==> config.mk <==
export PLATFORM = sky130hd
export DESIGN_NAME = tw_top
export DESIGN_NICKNAME = d
export VERILOG_FILES = /design/src/rtl/tw_pkg.sv /design/src/rtl/tw_dpath.sv /design/src/rtl/tw_ctrl.sv /design/src/rtl/tw_top.sv
export SDC_FILE = /design/constraint.sdc
export NUM_CORES = 1
export LEC_CHECK = 0
export ABC_AREA = 1
export BUFFER_PORTS_ARGS = -buffer_cell sky130_fd_sc_hd__buf_2
export CAP_MARGIN = 20
export CELL_PAD_IN_SITES_DETAIL_PLACEMENT = 1
export CELL_PAD_IN_SITES_GLOBAL_PLACEMENT = 2
export CORE_MARGIN = 3
export CORE_UTILIZATION = 27
export CTS_BUF_LIST = sky130_fd_sc_hd__clkbuf_4 sky130_fd_sc_hd__clkbuf_8 sky130_fd_sc_hd__clkbuf_16
export DETAILED_ROUTE_END_ITERATION = 10
export PLACE_DENSITY_LB_ADDON = 0.1
export SLEW_MARGIN = 20
export SYNTH_ARGS = -nofsm -noshare
export SYNTH_HDL_FRONTEND = slang
export SYNTH_SLANG_ARGS = --single-unit
==> constraint.sdc <==
create_clock -name clk -period 3.8 [get_ports clk]
set_input_delay 0 -clock clk [delete_from_list [all_inputs] [get_ports clk]]
set_output_delay 0 -clock clk [all_outputs]
set_load 0.05 [all_outputs]
==> src/rtl/tw_pkg.sv <==
package tw_pkg;

  typedef enum logic [2:0] {
    S_IDLE,
    S_READ,
    S_WAIT,
    S_DECODE,
    S_WRITEBACK,
    S_DONE
  } twState_e;

  // Strobes from control to datapath
  typedef struct packed {
    logic       start;
    logic       bypassGo;
    logic       capture;
    logic       advance;
    logic       leaf;
    logic       fault;
    logic [2:0] faultType;
  } twStrobe_t;

  localparam logic [1:0] ENT_INVALID  = 2'd0;
  localparam logic [1:0] ENT_POINTER  = 2'd1;
  localparam logic [1:0] ENT_LEAF     = 2'd2;
  localparam logic [1:0] ENT_RESERVED = 2'd3;

  localparam logic [2:0] FT_INVALID = 3'd1;
  localparam logic [2:0] FT_OTHER   = 3'd4;

  localparam int REF_BIT = 5;
  localparam int MOD_BIT = 6;

  localparam logic [1:0] SZ_4K   = 2'd0;
  localparam logic [1:0] SZ_256K = 2'd1;
  localparam logic [1:0] SZ_16M  = 2'd2;

  localparam logic [1:0] LAST_LEVEL = 2'd3;

endpackage

==> src/rtl/tw_dpath.sv <==
module tw_dpath
  import tw_pkg::*;
#(
  parameter int PA_W      = 36,
  parameter int CTX_W     = 8,
  parameter int BOOT_BITS = 19
) (
  input  logic             clk,
  input  logic             rstN,
  input  twStrobe_t        strobe,
  input  logic [31:0]      reqVa,
  input  logic             reqWrite,
  input  logic             reqFetch,
  input  logic             bootMode,
  input  logic [31:0]      ctxRoot,
  input  logic [CTX_W-1:0] ctxNum,
  input  logic [PA_W-1:0]  romBase,
  input  logic [31:0]      memRdata,
  input  logic             memErr,
  output logic [1:0]       entryType,
  output logic [1:0]       level,
  output logic             busErr,
  output logic             needWb,
  output logic [PA_W-1:0]  memAddr,
  output logic [31:0]      memWdata,
  output logic [PA_W-1:0]  physAddr,
  output logic [1:0]       pageSize,
  output logic             fault,
  output logic [9:0]       faultCode,
  output logic             permWrite
);

  logic [31:0]     vaR;
  logic            wrR;
  logic [1:0]      levelR;
  logic [PA_W-1:0] addrR;
  logic [31:0]     wordR;
  logic            busErrR;
  logic [PA_W-1:0] physR;
  logic [1:0]      sizeR;
  logic            faultR;
  logic [9:0]      codeR;
  logic            permR;

  logic [PA_W-1:0] ctxAddr;
  logic [PA_W-1:0] tableBase;
  logic [9:0]      tableIdx;
  logic [PA_W-1:0] nextAddr;
  logic [PA_W-1:0] leafBase;
  logic [PA_W-1:0] pageOff;
  logic [1:0]      leafSize;
  logic [31:0]     markedWord;
  logic [PA_W-1:0] bypassPa;
  logic            bootRedirect;
  logic            unusedBits;

  assign unusedBits = ^{vaR[11:0], reqVa[11:0]};

  // First read address from root pointer and context number
  assign ctxAddr = (PA_W'(ctxRoot) << 4) + (PA_W'(ctxNum) << 2);

  // Next table address
  assign tableBase = PA_W'({wordR[31:2], 6'b0});
  always_comb begin
    case (levelR)
      2'd0:    tableIdx = {vaR[31:24], 2'b00};
      2'd1:    tableIdx = {2'b00, vaR[23:18], 2'b00};
      default: tableIdx = {2'b00, vaR[17:12], 2'b00};
    endcase
  end
  assign nextAddr = tableBase + PA_W'(tableIdx);

  // Leaf mapping
  assign leafBase = PA_W'({wordR[31:8], 12'b0});
  always_comb begin
    case (levelR)
      2'd1: begin
        pageOff  = PA_W'({vaR[23:12], 12'b0});
        leafSize = SZ_16M;
      end
      2'd2: begin
        pageOff  = PA_W'({vaR[17:12], 12'b0});
        leafSize = SZ_256K;
      end
      default: begin
        pageOff  = '0;
        leafSize = SZ_4K;
      end
    endcase
  end

  always_comb begin
    markedWord = wordR;
    markedWord[REF_BIT] = 1'b1;
    if (wrR) markedWord[MOD_BIT] = 1'b1;
  end

  assign needWb = !wordR[REF_BIT] || (wrR && !wordR[MOD_BIT]);

  // Bypass path
  assign bootRedirect = bootMode && reqFetch;
  assign bypassPa = bootRedirect
                  ? (romBase | PA_W'({reqVa[BOOT_BITS-1:12], 12'b0}))
                  : PA_W'({reqVa[31:12], 12'b0});

  always_ff @(posedge clk) begin
    if (!rstN) begin
      vaR     <= '0;
      wrR     <= 1'b0;
      levelR  <= '0;
      addrR   <= '0;
      wordR   <= '0;
      busErrR <= 1'b0;
      physR   <= '0;
      sizeR   <= SZ_4K;
      faultR  <= 1'b0;
      codeR   <= '0;
      permR   <= 1'b0;
    end else begin
      if (strobe.start) begin
        vaR    <= reqVa;
        wrR    <= reqWrite;
        levelR <= '0;
        addrR  <= ctxAddr;
      end
      if (strobe.bypassGo) begin
        physR  <= bypassPa;
        sizeR  <= SZ_4K;
        permR  <= !bootRedirect;
        faultR <= 1'b0;
        codeR  <= '0;
      end
      if (strobe.capture) begin
        wordR   <= memRdata;
        busErrR <= memErr;
      end
      if (strobe.advance) begin
        addrR  <= nextAddr;
        levelR <= levelR + 2'd1;
      end
      if (strobe.leaf) begin
        physR  <= leafBase + pageOff;
        sizeR  <= leafSize;
        wordR  <= markedWord;
        permR  <= markedWord[MOD_BIT];
        faultR <= 1'b0;
        codeR  <= '0;
      end
      if (strobe.fault) begin
        physR  <= '0;
        sizeR  <= SZ_4K;
        permR  <= 1'b0;
        faultR <= 1'b1;
        codeR  <= {levelR, 3'b000, strobe.faultType, 2'b00};
      end
    end
  end

  assign entryType = wordR[1:0];
  assign level     = levelR;
  assign busErr    = busErrR;
  assign memAddr   = addrR;
  assign memWdata  = wordR;
  assign physAddr  = physR;
  assign pageSize  = sizeR;
  assign fault     = faultR;
  assign faultCode = codeR;
  assign permWrite = permR;


  fault_type_legal_chk: assert property (@(posedge clk) disable iff (!rstN)
    faultR |-> (codeR[4:2] == FT_INVALID || codeR[4:2] == FT_OTHER));


  level_advance_chk: assert property (@(posedge clk) disable iff (!rstN)
    strobe.advance |=> levelR != 2'd0);

endmodule

==> src/rtl/tw_ctrl.sv <==
module tw_ctrl
  import tw_pkg::*;
(
  input  logic      clk,
  input  logic      rstN,
  input  logic      reqValid,
  input  logic      bypass,
  input  logic [1:0] entryType,
  input  logic [1:0] level,
  input  logic      busErr,
  input  logic      needWb,
  input  logic      memAck,
  output twStrobe_t strobe,
  output logic      memReq,
  output logic      memWe,
  output logic      done
);

  twState_e stateR, stateNext;
  logic     writingR;

  always_comb begin
    strobe    = '0;
    stateNext = stateR;
    memReq    = 1'b0;
    memWe     = 1'b0;
    done      = 1'b0;
    case (stateR)
      S_IDLE: begin
        if (reqValid) begin
          if (bypass) begin
            strobe.bypassGo = 1'b1;
            stateNext       = S_DONE;
          end else begin
            strobe.start = 1'b1;
            stateNext    = S_READ;
          end
        end
      end
      S_READ: begin
        memReq    = 1'b1;
        stateNext = S_WAIT;
      end
      S_WAIT: begin
        if (memAck) begin
          if (writingR) begin
            stateNext = S_DONE;
          end else begin
            strobe.capture = 1'b1;
            stateNext      = S_DECODE;
          end
        end
      end
      S_DECODE: begin
        stateNext = S_DONE;
        if (busErr) begin
          strobe.fault     = 1'b1;
          strobe.faultType = FT_OTHER;
        end else begin
          case (entryType)
            ENT_INVALID: begin
              strobe.fault     = 1'b1;
              strobe.faultType = FT_INVALID;
            end
            ENT_POINTER: begin
              if (level == LAST_LEVEL) begin
                strobe.fault     = 1'b1;
                strobe.faultType = FT_OTHER;
              end else begin
                strobe.advance = 1'b1;
                stateNext      = S_READ;
              end
            end
            ENT_LEAF: begin
              if (level == 2'd0) begin
                strobe.fault     = 1'b1;
                strobe.faultType = FT_OTHER;
              end else begin
                strobe.leaf = 1'b1;
                if (needWb) stateNext = S_WRITEBACK;
              end
            end
            default: begin
              strobe.fault     = 1'b1;
              strobe.faultType = FT_OTHER;
            end
          endcase
        end
      end
      S_WRITEBACK: begin
        memReq    = 1'b1;
        memWe     = 1'b1;
        stateNext = S_WAIT;
      end
      S_DONE: begin
        done      = 1'b1;
        stateNext = S_IDLE;
      end
      default: stateNext = S_IDLE;
    endcase
  end

  always_ff @(posedge clk) begin
    if (!rstN) begin
      stateR   <= S_IDLE;
      writingR <= 1'b0;
    end else begin
      stateR <= stateNext;
      if (stateR == S_WRITEBACK)  writingR <= 1'b1;
      else if (stateR == S_IDLE)  writingR <= 1'b0;
    end
  end


  done_pulse_chk: assert property (@(posedge clk) disable iff (!rstN)
    done |=> !done);


  req_pulse_chk: assert property (@(posedge clk) disable iff (!rstN)
    memReq |=> !memReq);


  busy_no_start_chk: assert property (@(posedge clk) disable iff (!rstN)
    (stateR != S_IDLE) |-> !(strobe.start || strobe.bypassGo));

endmodule

==> src/rtl/tw_top.sv <==
module tw_top
  import tw_pkg::*;
#(
  parameter int PA_W      = 36,
  parameter int CTX_W     = 8,
  parameter int BOOT_BITS = 19
) (
  input  logic             clk,
  input  logic             rstN,
  input  logic             reqValid,
  input  logic [31:0]      reqVa,
  input  logic             reqWrite,
  input  logic             reqFetch,
  input  logic             bypass,
  input  logic             bootMode,
  input  logic [31:0]      ctxRoot,
  input  logic [CTX_W-1:0] ctxNum,
  input  logic [PA_W-1:0]  romBase,
  output logic             memReq,
  output logic             memWe,
  output logic [PA_W-1:0]  memAddr,
  output logic [31:0]      memWdata,
  input  logic             memAck,
  input  logic [31:0]      memRdata,
  input  logic             memErr,
  output logic             done,
  output logic             fault,
  output logic [9:0]       faultCode,
  output logic [PA_W-1:0]  physAddr,
  output logic [1:0]       pageSize,
  output logic             permWrite
);

  twStrobe_t strobe;
  logic [1:0] entryType;
  logic [1:0] level;
  logic       busErr;
  logic       needWb;

  tw_ctrl u_ctrl (
    .clk       (clk),
    .rstN      (rstN),
    .reqValid  (reqValid),
    .bypass    (bypass),
    .entryType (entryType),
    .level     (level),
    .busErr    (busErr),
    .needWb    (needWb),
    .memAck    (memAck),
    .strobe    (strobe),
    .memReq    (memReq),
    .memWe     (memWe),
    .done      (done)
  );

  tw_dpath #(
    .PA_W      (PA_W),
    .CTX_W     (CTX_W),
    .BOOT_BITS (BOOT_BITS)
  ) u_dpath (
    .clk       (clk),
    .rstN      (rstN),
    .strobe    (strobe),
    .reqVa     (reqVa),
    .reqWrite  (reqWrite),
    .reqFetch  (reqFetch),
    .bootMode  (bootMode),
    .ctxRoot   (ctxRoot),
    .ctxNum    (ctxNum),
    .romBase   (romBase),
    .memRdata  (memRdata),
    .memErr    (memErr),
    .entryType (entryType),
    .level     (level),
    .busErr    (busErr),
    .needWb    (needWb),
    .memAddr   (memAddr),
    .memWdata  (memWdata),
    .physAddr  (physAddr),
    .pageSize  (pageSize),
    .fault     (fault),
    .faultCode (faultCode),
    .permWrite (permWrite)
  );


  wb_ref_set_chk: assert property (@(posedge clk) disable iff (!rstN)
    (memReq && memWe) |-> memWdata[REF_BIT]);

endmodule

==> impl_metrics.yaml <==
sta:
  timing.final.ws_setup_ns: 0.325
  tightestPinTransition_ns: 0.962
  finalClockSkew_ns: 0.0133
  max_clock_freq_mhz: 288
  slew_viol_final: 0
  finalSetupViolCount: 0
  fin_crit_ns: 3.47
  hold_viol: 0
  rsz0062_at_grt: "no"
  slew-limit-headroom_pct: 35.9
  setup-tns-final_ns: 0
  fin_hold_ws_ns: 0.00879
  fin_crit_sh_pct: 91.4
place:
  place_inst: 2047
  gp_congestion: 0.891
  postPlaceCellArea_um2: 10400
  io_buffer_count: 249
  pre_cts_ws_ns: 0.487
  hpwlAfterDp_um: 32500
drt:
  highest_layer: "met4"
  wl_per_cell_um: 19.1
  route.met3.wl_um: 1370
  wirelength_met1_um: 20400
  vias_per_cell: 4.87
  first_pass_iters: 5
  dr_wl_met2_um: 19200
  num_vias: 10600
  wl_um: 41600
  route.detailed.drc: 0
  final_antenna_net_count: 0
  drt_iter0_drc: 590
synthesis:
  syn_area_um2: 8830
  yosysSeqAreaShare_pct: 31.3
  ys_ff_latch: 138
  yosys_warnings: 0
  ys_types: 47
  syn_area_per_cell_um2: 6.28
  syn_inst: 1406
die:
  rows: 65
  die_y_um: 187
  pin_count: 270
  initial_utilization_pct: 27.7
  die_width_um: 187
  coreArea_um2: 31900
  die-area_um2: 34900
clock_network:
  cts_root_buffer: "clkbuf_16"
  cts_buffers: 17
  cts.sinks: 138
  cts_resized: 0
  cts_tree: "built"
  clock_path_buffers: 2
  htreeDepth: 4
  clkSlewWorstSetupHoldPaths_ns: 0.07
  clock_latency_ns: 0.44
cells_and_area:
  drive_above_1_share_pct: 17.9
  final_util_pct: 37.6
  antenna_cells: 0
  final_common_cell: "nand2_1"
  area_growth_pct: 35.7
  stdcell_count: 2179
  design_area_um2: 12000
  nNetsFinal: 1915
  final_cell_mix: "nand2_1 (353), buf_2 (249), inv_1 (161)"
critical_path:
  cp_top_family: "buffers and inverters"
  rr_startpoint: "u_dpath.level[0]$_SDFFE_PN0P_"
  cp_max_fo: 12
  worst_setup_path_start_kind: "flip-flop"
  path_class: "flip-flop to flip-flop"
  reg2reg_to: "u_dpath.physAddr[16]$_SDFFE_PP0P_"
  rr_worst_depth: 14
  required_ns: 4.12
  r2r_slack_ns: 0.33
  worst_path_most_repeated_cell: "inv_1"
  crit_buf_inv: 5
  cpPeakStageDelay_ns: 0.57
  crit_chain: "inv_1 -> ha_1 -> inv_1 -> nor3_1 -> ha_1 -> inv_1 -> fa_1 -> inv_1 -> nand3_1 -> nand2_1 -> nor2_1 -> nor3_1 -> a311oi_1 -> dlygate4sd3_1"
  critPathArrivalTime_ns: 3.80
  end_kind: "flip-flop"
  slowest_stage: "dlygate4sd3_1"
pwr:
  switchingPower_mw: 2.65
  power_report.internal_total_mw: 3.17
  power_mw: 5.82
  p_clk_share_pct: 28.7
  seqPwrFrac_pct: 33.4
  p_comb_share_pct: 37.9
  ir_worst_vdd_mv: 0.301
  p_sw_share_pct: 45.5
  powerDensity_nw_per_um2: 485
  leakage_nw: 5.70
outcome:
  outcome: "complete, no violations"
flow_run:
  drv_cap: 0
global_routing:
  grt_start_max_net_pins: 60
  grt_pass1_wl_um: 63900
  gr-usage-all-layers_pct: 23.5
  grt_pass1_vias: 10800
  grt_overflow_total: 0
  antenna_found_initial: 0
min_path:
  hold_path_end: "u_dpath.memAddr[29]$_SDFFE_PN0P_"
  worstHoldPathCells: 7
  hold_path_class: "input pin to flip-flop"
  hold_start: "ctxRoot[25]"
synthesized netlist by cell type (all sizes together):
cell | n | area share (%)
nand4 | 12 | 0.85
xor2 | 11 | 1.1
clkinv | 1 | 0.042
inv | 169 | 7.2
a221oi | 2 | 0.20
and2 | 3 | 0.21
a311oi | 4 | 0.40
buf | 30 | 2.1
ha | 32 | 4.5
a21boi | 1 | 0.085
a21o | 3 | 0.26
clkbuf | 29 | 1.2
a21oi | 119 | 6.7
or2 | 5 | 0.38
o21ai | 143 | 8.2
nor4 | 2 | 0.14
a31oi | 20 | 1.4
conb | 1 | 0.042
nor2 | 142 | 6.2
o221ai | 8 | 0.79
and3 | 1 | 0.071
nand3b | 3 | 0.26
a22oi | 1 | 0.085
nand2 | 356 | 15
o211ai | 8 | 0.68
o21a | 1 | 0.085
nor3 | 41 | 2.4
a211oi | 3 | 0.26
o21bai | 3 | 0.26
xnor2 | 3 | 0.30
nand3 | 107 | 6.1
dfxtp | 138 | 31
o31ai | 1 | 0.085
fa | 3 | 0.68
tightest hold or removal path, cell delays in order:
cell,delay (ns)
buf_2,0.12
nand2_1,0.06
nand2_1,0.05
nand2_1,0.04
nand3_1,0.06
nand2_1,0.04
inv_1,0.04
logic make-up (layout without fill, tap and decap cells):
kind of cell,count (synthesis),count (layout),synth area share [%]
compound gates,317,317,19.6
xor+xnor,14,14,1.39
fa+ha+maj,35,35,5.21
buf+inv,229,560,10.6
flops,138,138,31.3
other cells,1,8,0.0425
simple gates,672,672,31.9
power by group through the flow:
stage	clock network, mW	logic [mW]	registers (mW)
after CTS	1.71	2.21	1.95
after floorplan	0	0.872	2.53
final	1.67	2.20	1.94
after detailed placement	0	2.11	1.98
after global routing	1.78	2.40	1.98
after global placement	0	2.10	1.98
routing by layer:
layer,GRT usage (%),vias to the layer above
met5,0,-
met4,5.38,0
met3,2.77,38
met2,38.4,233
met1,33.2,5063
li1,-,5286
layout make-up:
type	count	area [µm²]
clock buffers	18	439
clock inverters	14	126
fillers	4212	19900
inverters	170	638
multi-input cells	1046	5160
flip-flops and latches	138	2760
well taps	435	544
repair buffers	358	2310
how the worst max path moves through the flow:
stage / from / to / cells after the start / slack, ns
after floorplan: u_dpath.level[0]$_SDFFE_PN0P_ / u_dpath.physAddr[32]$_SDFFE_PP0P_ / 18 / 1.09
after global placement: u_dpath.level[0]$_SDFFE_PN0P_ / u_dpath.memAddr[30]$_SDFFE_PN0P_ / 17 / 0.62
after detailed placement: u_dpath.level[0]$_SDFFE_PN0P_ / u_dpath.memAddr[32]$_SDFFE_PN0P_ / 18 / 0.49
after CTS: u_dpath.level[0]$_SDFFE_PN0P_ / u_dpath.physAddr[16]$_SDFFE_PP0P_ / 14 / 0.32
after global routing: u_dpath.level[0]$_SDFFE_PN0P_ / u_dpath.physAddr[16]$_SDFFE_PP0P_ / 14 / 0.09
final: u_dpath.level[0]$_SDFFE_PN0P_ / u_dpath.physAddr[16]$_SDFFE_PP0P_ / 14 / 0.33
what timing repair did:
action / in CTS / in global routing
hold buffers: 100 / 0
buffers inserted: 0 / 0
hold endpoints to repair: 97 / 0
endpoints found under the setup margin: 0 / 0
state kept, by name, summed over array words and instances (netlist names), 2 cells and up:
signal,cells
u_dpath.physAddr,36
u_dpath.faultCode,4
u_dpath.vaR,20
u_dpath.memAddr,34
u_dpath.memWdata,32
u_ctrl.stateR,3
u_dpath.pageSize,2
u_dpath.level,2
(Power assumes the default switching activity.)
